File: config.mk
export PLATFORM = sky130hd
export DESIGN_NAME = chunk_seq
export DESIGN_NICKNAME = d
export VERILOG_FILES = /design/src/rtl/seq_pkg.sv /design/src/rtl/seq_desc_fifo.sv /design/src/rtl/seq_idle_wait.sv /design/src/rtl/chunk_seq.sv
export SDC_FILE = /design/constraint.sdc
export NUM_CORES = 1
export LEC_CHECK = 0
export BUFFER_PORTS_ARGS = -buffer_cell sky130_fd_sc_hd__buf_4
export CORE_MARGIN = 2
export CORE_UTILIZATION = 30
export CTS_CLUSTER_SIZE = 24
export DETAILED_ROUTE_END_ITERATION = 10
export MAX_ROUTING_LAYER = met4
export PLACE_DENSITY = 0.49
export SLEW_MARGIN = 10
export SYNTH_ARGS = -nofsm -noshare
export SYNTH_HDL_FRONTEND = slang
export SYNTH_SLANG_ARGS = --single-unit
File: constraint.sdc
create_clock -name clk_i -period 6.9 [get_ports clk_i]
set_clock_uncertainty 0.1 [all_clocks]
set_input_delay 1.38 -clock clk_i [delete_from_list [all_inputs] [get_ports clk_i]]
set_output_delay 1.38 -clock clk_i [all_outputs]
set_load 0.005 [all_outputs]
File: src/rtl/seq_pkg.sv
package seq_pkg;
  localparam logic [2:0] SEL_WRST   = 3'd0;
  localparam logic [2:0] SEL_SRC_LO = 3'd1;
  localparam logic [2:0] SEL_SRC_HI = 3'd2;
  localparam logic [2:0] SEL_DST_LO = 3'd3;
  localparam logic [2:0] SEL_DST_HI = 3'd4;
  localparam logic [2:0] SEL_LEN    = 3'd5;
  localparam logic [2:0] SEL_GO     = 3'd6;

  typedef enum logic [2:0] {
    ST_IDLE, ST_WRST, ST_WAIT, ST_PROG, ST_RUN
  } seq_state_e;
endpackage

File: src/rtl/seq_desc_fifo.sv
module seq_desc_fifo #(
  parameter int W     = 8,
  parameter int DEPTH = 4
) (
  input  logic         clk_i,
  input  logic         rst_ni,
  input  logic         push_i,
  input  logic [W-1:0] wdata_i,
  input  logic         pop_i,
  output logic [W-1:0] rdata_o,
  output logic         full_o,
  output logic         empty_o
);
  localparam int PW = (DEPTH > 1) ? $clog2(DEPTH) : 1;
  localparam int CW = $clog2(DEPTH + 1);

  logic [W-1:0]  mem_q [DEPTH];
  logic [PW-1:0] wr_q, rd_q;
  logic [CW-1:0] cnt_q;

  function automatic logic [PW-1:0] ptr_next(input logic [PW-1:0] p);
    return (p == PW'(DEPTH - 1)) ? '0 : p + 1'b1;
  endfunction

  assign full_o  = (cnt_q == CW'(DEPTH));
  assign empty_o = (cnt_q == '0);
  assign rdata_o = mem_q[rd_q];

  always_ff @(posedge clk_i) begin
    if (push_i) mem_q[wr_q] <= wdata_i;
  end

  always_ff @(posedge clk_i or negedge rst_ni) begin
    if (!rst_ni) begin
      wr_q  <= '0;
      rd_q  <= '0;
      cnt_q <= '0;
    end else begin
      if (push_i) wr_q <= ptr_next(wr_q);
      if (pop_i)  rd_q <= ptr_next(rd_q);
      case ({push_i, pop_i})
        2'b10:   cnt_q <= cnt_q + 1'b1;
        2'b01:   cnt_q <= cnt_q - 1'b1;
        default: ;
      endcase
    end
  end
endmodule

File: src/rtl/seq_idle_wait.sv
module seq_idle_wait #(
  parameter int POLL_CYC    = 500,
  parameter int TIMEOUT_CYC = 50000
) (
  input  logic clk_i,
  input  logic rst_ni,
  input  logic en_i,
  input  logic busy_i,
  output logic idle_o,
  output logic tout_o
);
  localparam int PCW = $clog2(POLL_CYC + 1);
  localparam int TCW = $clog2(TIMEOUT_CYC + 1);

  logic [PCW-1:0] poll_q;
  logic [TCW-1:0] tot_q;
  logic           sample;

  assign sample = en_i && (poll_q == PCW'(POLL_CYC - 1));
  assign idle_o = sample && !busy_i;
  assign tout_o = en_i && !idle_o && (tot_q == TCW'(TIMEOUT_CYC - 1));

  always_ff @(posedge clk_i or negedge rst_ni) begin
    if (!rst_ni) begin
      poll_q <= '0;
      tot_q  <= '0;
    end else if (!en_i) begin
      poll_q <= '0;
      tot_q  <= '0;
    end else begin
      poll_q <= sample ? '0 : poll_q + 1'b1;
      tot_q  <= tot_q + 1'b1;
    end
  end
endmodule

File: src/rtl/chunk_seq.sv
module chunk_seq
  import seq_pkg::*;
#(
  parameter int              ADDR_W      = 64,
  parameter int              LEN_W       = 64,
  parameter int              REG_W       = 32,
  parameter int              DEPTH       = 4,
  parameter int              POLL_CYC    = 500,
  parameter int              TIMEOUT_CYC = 50000,
  parameter logic [LEN_W-1:0] MAX_CHUNK  = 'h0FFF_FFFF
) (
  input  logic              clk_i,
  input  logic              rst_ni,
  input  logic              push_valid_i,
  output logic              push_ready_o,
  input  logic [ADDR_W-1:0] push_src_i,
  input  logic [ADDR_W-1:0] push_dst_i,
  input  logic [LEN_W-1:0]  push_len_i,
  output logic              fifo_full_o,
  output logic              fifo_empty_o,
  input  logic              busy_i,
  input  logic              chunk_done_i,
  output logic              reg_we_o,
  output logic [2:0]        reg_sel_o,
  output logic [REG_W-1:0]  reg_wdata_o,
  output logic              desc_done_o,
  output logic              timeout_err_o
);
  localparam int DW = 2 * ADDR_W + LEN_W;

  seq_state_e        state_q;
  logic [2:0]        step_q;
  logic [ADDR_W-1:0] src_q, dst_q;
  logic [LEN_W-1:0]  rem_q, chunk;
  logic              err_q;
  logic [DW-1:0]     head;
  logic [ADDR_W-1:0] head_src, head_dst;
  logic [LEN_W-1:0]  head_len;
  logic              fifo_push, fifo_pop, seq_busy;
  logic              idle_ok, wait_tout, last_chunk;

  assign fifo_push    = push_valid_i && !fifo_full_o;
  assign fifo_pop     = (state_q == ST_IDLE) && !fifo_empty_o;
  assign push_ready_o = !fifo_full_o;
  assign seq_busy     = (state_q != ST_IDLE);

  seq_desc_fifo #(.W(DW), .DEPTH(DEPTH)) i_fifo (
    .clk_i   (clk_i),
    .rst_ni  (rst_ni),
    .push_i  (fifo_push),
    .wdata_i ({push_src_i, push_dst_i, push_len_i}),
    .pop_i   (fifo_pop),
    .rdata_o (head),
    .full_o  (fifo_full_o),
    .empty_o (fifo_empty_o)
  );

  assign {head_src, head_dst, head_len} = head;

  seq_idle_wait #(.POLL_CYC(POLL_CYC), .TIMEOUT_CYC(TIMEOUT_CYC)) i_wait (
    .clk_i  (clk_i),
    .rst_ni (rst_ni),
    .en_i   (state_q == ST_WAIT),
    .busy_i (busy_i),
    .idle_o (idle_ok),
    .tout_o (wait_tout)
  );

  assign chunk      = (rem_q < MAX_CHUNK) ? rem_q : MAX_CHUNK;
  assign last_chunk = (rem_q == chunk);

  assign desc_done_o   = (fifo_pop && (head_len == '0)) ||
                         ((state_q == ST_RUN) && chunk_done_i && last_chunk);
  assign timeout_err_o = err_q;
  assign reg_we_o      = (state_q == ST_WRST) || (state_q == ST_PROG);
  assign reg_sel_o     = (state_q == ST_WRST) ? SEL_WRST : step_q;

  always_comb begin
    reg_wdata_o = '0;
    case (reg_sel_o)
      SEL_WRST:   reg_wdata_o = REG_W'(1);
      SEL_SRC_LO: reg_wdata_o = REG_W'(src_q);
      SEL_SRC_HI: reg_wdata_o = REG_W'(src_q >> REG_W);
      SEL_DST_LO: reg_wdata_o = REG_W'(dst_q);
      SEL_DST_HI: reg_wdata_o = REG_W'(dst_q >> REG_W);
      SEL_LEN:    reg_wdata_o = REG_W'(chunk);
      SEL_GO:     reg_wdata_o = REG_W'(1);
      default:    reg_wdata_o = '0;
    endcase
  end

  always_ff @(posedge clk_i or negedge rst_ni) begin
    if (!rst_ni) begin
      state_q <= ST_IDLE;
      step_q  <= SEL_SRC_LO;
      src_q   <= '0;
      dst_q   <= '0;
      rem_q   <= '0;
      err_q   <= 1'b0;
    end else begin
      case (state_q)
        ST_IDLE: if (fifo_pop) begin
          src_q <= head_src;
          dst_q <= head_dst;
          rem_q <= head_len;
          if (head_len != '0) state_q <= ST_WRST;
        end
        ST_WRST: state_q <= ST_WAIT;
        ST_WAIT: if (idle_ok || wait_tout) begin
          state_q <= ST_PROG;
          step_q  <= SEL_SRC_LO;
          if (wait_tout) err_q <= 1'b1;
        end
        ST_PROG: begin
          if (step_q == SEL_GO) state_q <= ST_RUN;
          else                  step_q  <= step_q + 1'b1;
        end
        ST_RUN: if (chunk_done_i) begin
          src_q   <= src_q + ADDR_W'(chunk);
          dst_q   <= dst_q + ADDR_W'(chunk);
          rem_q   <= rem_q - chunk;
          state_q <= last_chunk ? ST_IDLE : ST_WRST;
        end
        default: state_q <= ST_IDLE;
      endcase
    end
  end
endmodule

==> flow_metrics.py, run 1 <==
metrics = {
    "worst_setup_path": {
        "path_buf_inv": 2,
        "crit_chain": "or4_4 -> nor4_4 -> and4_1 -> nand2_1 -> nand2b_1 -> ha_1 -> inv_1 -> a21oi_1 -> o21ai_1 -> o31ai_1 -> buf_4",
        "cp.required_ns": 5.42,
        "path_class": "register to output port",
        "cp_max_fo": 16,
        "cp-start-kind": "register",
        "cp_slowest_cell": "ha_1",
        "worst-endpoint-arrival_ns": 5.00,
        "endpoint_kind": "output port",
        "crit_path_max_incr_delay_ns": 0.61,
        "worst-r2r-setup-slack_ns": 1.09,
        "critPathTopFamily": "simple AND/OR/NAND/NOR gates",
    },
    "min_path": {
        "min_path_type": "register to register",
    },
    "sta": {
        "worst_pin_slew_ns": 1.04,
        "timing.fmax_mhz": 154,
        "max_slew_margin_pct": 30.6,
        "report.final.slew_viol_count": 0,
        "rsz0062_at_grt": "no",
        "hold_violations": 0,
        "setup_tns_ns": 0,
        "min_period_over_period_pct": 93.9,
        "min_period_ns": 6.48,
        "setup_viol": 0,
    },
    "clocking": {
        "postCtsResizedCells": 0,
        "cts_tree": "built",
        "insertion_delay_ns": 0.76,
        "cts_root_buf": "clkbuf_16",
        "cts_buffers": 109,
        "post_cts.repair.setup_buffers": 0,
        "clk_path_buf_depth": 3,
        "cts.hold.buffers_added": 0,
        "cts_sinks": 999,
        "htreeDepth": 3,
        "clk_pin_slew_ns": 0.06,
    },
    "global_routing": {
        "grt_pass1_vias": 31700,
        "grt_max_degree": 144,
        "antenna_found_initial": 18,
        "grt_pass1_wl_mm": 225,
        "overflow": 0,
        "grtUsageTotal_pct": 19.3,
    },
    "yosys": {
        "netlist_instances": 3710,
        "yosys_most_used_dff": "edfxtp_1",
        "yosys_warnings": 0,
        "ys_ff_latch": 999,
        "yosys.area.top_type": "edfxtp_1",
        "synth_top_area_share_pct": 48.1,
        "avgSynthCellArea_um2": 12.9,
        "synth_common_cells": "edfxtp_1, nand2_1, a21oi_1",
        "yosysSeqAreaShare_pct": 60.2,
        "async_reset_ff_share_pct": 23.1,
        "synth_cell_types": 91,
        "synth_edf_count": 768,
        "yosysMostFrequentCell": "edfxtp_1",
        "synth_area_um2": 47900,
        "synth.area.top_cells": "edfxtp_1, dfrtp_1, mux4_2, ha_1, a21oi_1",
    },
    "power": {
        "sequentialPowerShare_pct": 34.7,
        "irDropWorstVdd_v": 0.000279,
        "clockPowerShare_pct": 22.0,
        "power_leakage_nw": 20.0,
        "power.internal_w": 0.0158,
        "p_per_area_nw_per_um2": 478,
        "switching_power_w": 0.0110,
        "power_switching_share_pct": 41.0,
        "combPwrFrac_pct": 43.3,
    },
    "finish": {
        "syn_to_final_growth_pct": 16.8,
        "fin_nets": 4303,
        "nFillCells": 15500,
        "drive_above_1_share_pct": 17.3,
        "multi_input_comb_area_um2": 18400,
        "utilization_pct": 35.3,
        "regArea_um2": 28900,
    },
    "route": {
        "via_per_inst": 5.30,
        "drc_errors": 0,
        "drtIter0Drc": 3063,
        "routed_wl_mm": 155,
        "vias": 32600,
        "firstDrtPassIters": 8,
        "ant_nets": 0,
        "wl_per_cell_um": 25.2,
    },
    "placement": {
        "place_congestion": 0.952,
        "portBuffers": 237,
        "dp_hpwl_mm": 111,
    },
    "floorplan": {
        "die_w_um": 404,
        "rows": 146,
        "start_util_pct": 30.2,
        "num_io_pins": 238,
        "die_h_um": 404,
        "dieArea_um2": 163000,
        "coreArea_um2": 159000,
    },
    "status": {
        "outcome": "complete, no violations",
    },
    "flow_run": {
        "cap_violations": 0,
    },
}
-- placed cells by master, fill, tap and decap left out, types with 45 or more instances in the layout --
cell type,synthesis,layout
a21o_1,63,63
xnor2_1,66,66
edfxtp_1,768,768
xor2_1,51,51
a31oi_1,45,45
nand4_1,52,52
clkbuf_16,0,110
nor2_1,283,280
o21ai_0,204,204
dfrtp_1,230,228
nor3_1,54,53
mux4_2,192,192
a21oi_1,332,332
conb_1,1,68
nand3_1,96,96
nand2_1,346,344
buf_4,0,272
ha_1,135,135
inv_1,64,64
-- final timing paths --
path	start	cells after the start	to
max	rem_q[33]	11	desc_done_o
min	i_wait.poll_q[0]	1	i_wait.poll_q[0]
max reg2reg	rem_q[33]	19	dst_q[61]
min reg2reg	i_wait.poll_q[0]	1	i_wait.poll_q[0]
max in group asynchronous	rst_ni	2	i_fifo.cnt_q[2]
min in group asynchronous	rst_ni	1	src_q[55]
-- cell type report --
| cell class | count | area share [%] |
|---|---|---|
| Sequential cell | 999 | 51.5 |
| Tap cell | 2072 | 4.63 |
| Antenna cell | 16 | 0.0715 |
| Inverter | 64 | 0.429 |
| Clock buffer | 142 | 5.33 |
| Clock inverter | 64 | 1.14 |
| Multi-Input combinational cell | 2510 | 32.8 |
| Timing Repair Buffer | 284 | 4.07 |
-- power groups by stage --
| stage | logic, W | registers [W] | clock network (W) |
|---|---|---|---|
| finish | 0.0116 | 0.00929 | 0.00589 |
| global route | 0.0126 | 0.00941 | 0.00628 |
| CTS | 0.0115 | 0.00926 | 0.00604 |
| detailed placement | 0.0114 | 0.00937 | 0 |
| global placement | 0.0114 | 0.00935 | 0 |
| floorplan | 0.00755 | 0.00894 | 0 |
-- stage by stage --
step                power [W]  cells  hold WS [ns]  setup slack, ns  cell area, µm²
floorplan              0.0165   3777         0.349            0.424           48200
finish                 0.0268   6151         0.384            0.422           56000
CTS                    0.0268   6135         0.386            0.368           55900
global route           0.0283   6149         0.418           0.0934           56000
global placement       0.0208   5929         0.379             1.13           52300
detailed placement     0.0208   5929         0.377             1.16           52300
-- sequential cells by signal (all words and copies together), names as in the netlist --
signal and count:
timeout_err_o 1, rem_q 64, src_q 64, step_q 3, i_fifo.cnt_q 3, i_wait.poll_q 9
dst_q 64, i_fifo.mem_q 768, i_fifo.rd_q 2, i_fifo.wr_q 2, i_wait.tot_q 16, state_q 3
-- per-layer routing --
layer	wire [µm]	up-vias	track usage, %	part of all wire (%)
met2	68500	998	28.1	44
met5	0	-	-	0
li1	-	14900	-	-
met4	3600	0	4.91	2.3
met3	10700	172	3.76	6.9
met1	72200	16600	27.6	47
-- worst reg2reg max path: stages, from the launching register on --
cell and delay, ns:
dfrtp_1 0.41, or4_4 0.56, nor4_4 0.42, nand4_1 0.14, buf_4 0.20, nor3_4 0.23, buf_4 0.29, nand2_1 0.15
ha_1 0.35, o21ai_0 0.12, o21ai_0 0.59, nand3_1 0.23, nand3b_1 0.19, a31oi_1 0.12, buf_4 0.20, o41ai_4 0.54
a211oi_1 0.18, o41ai_2 0.38, xor2_1 0.11, a21o_1 0.18
-- logic make-up (layout without fill, tap and decap cells) --
| logic type | after synthesis | count (layout) | share of synthesized area, % |
|---|---|---|---|
| XOR/XNOR | 117 | 117 | 2.14 |
| buffers and inverters | 268 | 554 | 2.19 |
| AND/OR/NAND/NOR | 1052 | 1052 | 10.3 |
| AO/OA/AOI/OAI | 933 | 933 | 12.3 |
| multiplexers | 202 | 202 | 9.23 |
| other | 1 | 84 | 0.00782 |
| flip-flops | 999 | 999 | 60.2 |
| adder cells (fa/ha/maj) | 138 | 138 | 3.65 |
(Power assumes the default switching activity.)
==> run 2: changes to the inputs <==
--- a/config.mk
+++ b/config.mk
@@ -15,4 +15,5 @@
 export SLEW_MARGIN = 10
 export SYNTH_ARGS = -nofsm -noshare
 export SYNTH_HDL_FRONTEND = slang
+export SYNTH_HIERARCHICAL = 1
 export SYNTH_SLANG_ARGS = --single-unit
==> flow_metrics.py, run 2 <==
metrics = {
    "finish": {
        "syn_to_final_growth_pct": 16.7,
        "drive_above_1_share_pct": 17.6,
        "top_register": "i_fifo/mem_q",
        "final_cell_mix": "edfxtp_1, nand2_1, a21oi_1",
        "largest_reg_flops": 768,
        "final_common_cell": "edfxtp_1",
        "fin_nets": 4336,
        "fin_cells": 6276,
        "nFillCells": 15800,
        "utilization_pct": 35.2,
    },
    "global_routing": {
        "grt_pass1_vias": 32300,
        "antenna_found_initial": 24,
        "grtUsageTotal_pct": 19.2,
        "overflow": 0,
        "grt_max_degree": 144,
        "grt_pass1_wl_mm": 227,
    },
    "yosys": {
        "synth_area_um2": 48400,
        "netlist_instances": 3742,
        "yosys_warnings": 6,
        "synth_common_cells": "edfxtp_1, nand2_1, a21oi_1",
        "yosys_most_used_dff": "edfxtp_1",
        "yosysMostFrequentCell": "edfxtp_1",
        "synth_edf_count": 768,
        "async_reset_ff_share_pct": 23.1,
        "ys_ff_latch": 999,
        "yosys.area.top_type": "edfxtp_1",
        "avgSynthCellArea_um2": 12.9,
        "yosysSeqAreaShare_pct": 59.6,
        "synth_top_area_share_pct": 47.7,
        "synth.area.top_cells": "edfxtp_1, dfrtp_1, mux4_2, ha_1, a21oi_1",
        "synth_cell_types": 108,
    },
    "floorplan": {
        "rows": 147,
        "coreArea_um2": 160000,
        "num_io_pins": 238,
        "die_h_um": 406,
        "start_util_pct": 30.2,
        "dieArea_um2": 164000,
        "die_w_um": 406,
    },
    "sta": {
        "setup_tns_ns": 0,
        "hold_violations": 0,
        "rsz0062_at_grt": "no",
        "timing.fmax_mhz": 162,
        "setup_ws_ns": 0.712,
        "worst_pin_slew_ns": 1.13,
        "setup_viol": 0,
        "max_slew_margin_pct": 23.5,
        "min_period_over_period_pct": 89.7,
        "report.final.slew_viol_count": 0,
        "whs_ns": 0.389,
        "min_period_ns": 6.19,
    },
    "power": {
        "irDropWorstVdd_v": 0.000215,
        "power_leakage_nw": 20.2,
        "p_per_area_nw_per_um2": 477,
    },
    "worst_setup_path": {
        "cp_max_fo": 19,
        "worst-r2r-setup-slack_ns": 0.71,
        "endpoint_kind": "register",
        "crit_path_max_incr_delay_ns": 0.58,
        "regToRegEndpoint": "dst_q[63]",
        "worst-endpoint-arrival_ns": 6.73,
        "path_class": "register to register",
        "cp_common_cell": "o21ai_0",
        "critPathTopFamily": "compound AO/OA/AOI/OAI gates",
        "r2r_start": "rem_q[42]",
        "worst_r2r_path_depth": 17,
        "crit_chain": "or4_4 -> nor4_2 -> or3b_2 -> nor3_4 -> buf_4 -> nand2b_1 -> ha_1 -> a21oi_1 -> o21ai_0 -> a221o_1 -> a31o_2 -> a311oi_1 -> o21ai_1 -> a41oi_1 -> o21ai_0 -> o21a_1 -> o22a_1",
        "cp.required_ns": 7.44,
        "path_buf_inv": 1,
        "cp_slowest_cell": "or3b_2",
        "cp-start-kind": "register",
    },
    "placement": {
        "place_congestion": 0.955,
        "dp_hpwl_mm": 111,
        "portBuffers": 237,
        "place_ws_ns": 0.827,
        "dp_cells": 6048,
    },
    "clocking": {
        "cts.hold.buffers_added": 0,
        "htreeDepth": 3,
        "cts_tree": "built",
        "cts_buffers": 111,
        "cts_sinks": 999,
        "insertion_delay_ns": 0.75,
        "clk_path_buf_depth": 3,
        "post_cts.repair.setup_buffers": 0,
        "clk_pin_slew_ns": 0.06,
        "postCtsResizedCells": 0,
        "cts_root_buf": "clkbuf_16",
    },
    "min_path": {
        "min_path_type": "register to register",
        "worstHoldPathCells": 1,
        "min_from": "i_fifo/cnt_q[2]",
        "min_to": "i_fifo/cnt_q[2]",
    },
    "status": {
        "outcome": "complete, no violations",
    },
    "route": {
        "firstDrtPassIters": 9,
        "drc_errors": 0,
        "drtIter0Drc": 3023,
        "via_per_inst": 5.23,
        "vias": 32800,
        "routed_wl_mm": 155,
        "wl_per_cell_um": 24.7,
        "ant_nets": 0,
    },
    "flow_run": {
        "cap_violations": 0,
    },
}
run 2: cell count changes in the layout (fill, tap and decap cells not counted), moves of 9 or more:
| cell | delta |
|---|---|
| a21o_1 | +13 |
| a21oi_1 | -15 |
| a31oi_1 | +11 |
| and2_1 | -9 |
| and3_1 | +16 |
| buf_4 | +12 |
| nand2_1 | +19 |
| nand2b_1 | +11 |
| nand4_1 | -12 |
| nor2_1 | -44 |
| o21ai_0 | +17 |
| xor2_1 | -12 |
run 2: per-layer routing:
layer,vias to the layer above,share of wire [%],GRT usage (%)
li1,15000,-,-
met1,16700,47,27.4
met2,929,44,28.2
met3,168,6.1,3.47
met4,0,2.4,5.12
met5,-,0,-
run 2: metrics by stage:
step / power [W] / instance area [µm²]
finish: 0.0270 / 56500
global route: 0.0285 / 56500
CTS: 0.0270 / 56400
detailed placement: 0.0210 / 52700
global placement: 0.0210 / 52700
floorplan: 0.0166 / 48600
run 2: cell type report:
cell class	count	area (µm²)	share of cell area [%]
clock inverters	62	651	1.15
inverters	67	251	0.445
well taps	2160	2700	4.79
diodes	18	45.0	0.0798
repair buffers	297	2390	4.23
multi-input cells	2525	18500	32.8
clock buffers	148	3040	5.38
flip-flops and latches	999	28900	51.1
run 2: logic make-up after synthesis:
group / count (synthesis) / synth area share [%]
xor+xnor: 107 / 1.94
mux: 209 / 9.30
fa+ha+maj: 138 / 3.62
simple gates: 1047 / 10.4
buf+inv: 285 / 2.68
compound gates: 956 / 12.4
flops: 999 / 59.6
other cells: 1 / 0.00775
run 2: worst max path at each step:
stage,start,endpoint,slack (ns),depth (start not counted)
2_1_floorplan,push_valid_i,i_fifo/mem_q[3][0],0.13,2
3_5_place_dp,rem_q[42],dst_q[63],0.83,17
4_1_cts,i_fifo/rd_q[0],desc_done_o,0.66,9
6_report,rem_q[42],dst_q[63],0.71,17
3_3_place_gp,rem_q[42],dst_q[63],0.98,17
5_1_grt,rem_q[42],dst_q[63],0.39,17
run 2: where the power goes:
part,total (W),internal [W],switching [W]
Combinational,0.0115,0.00445,0.00706
Clock,0.00599,0.00348,0.00251
Sequential,0.00945,0.00810,0.00134
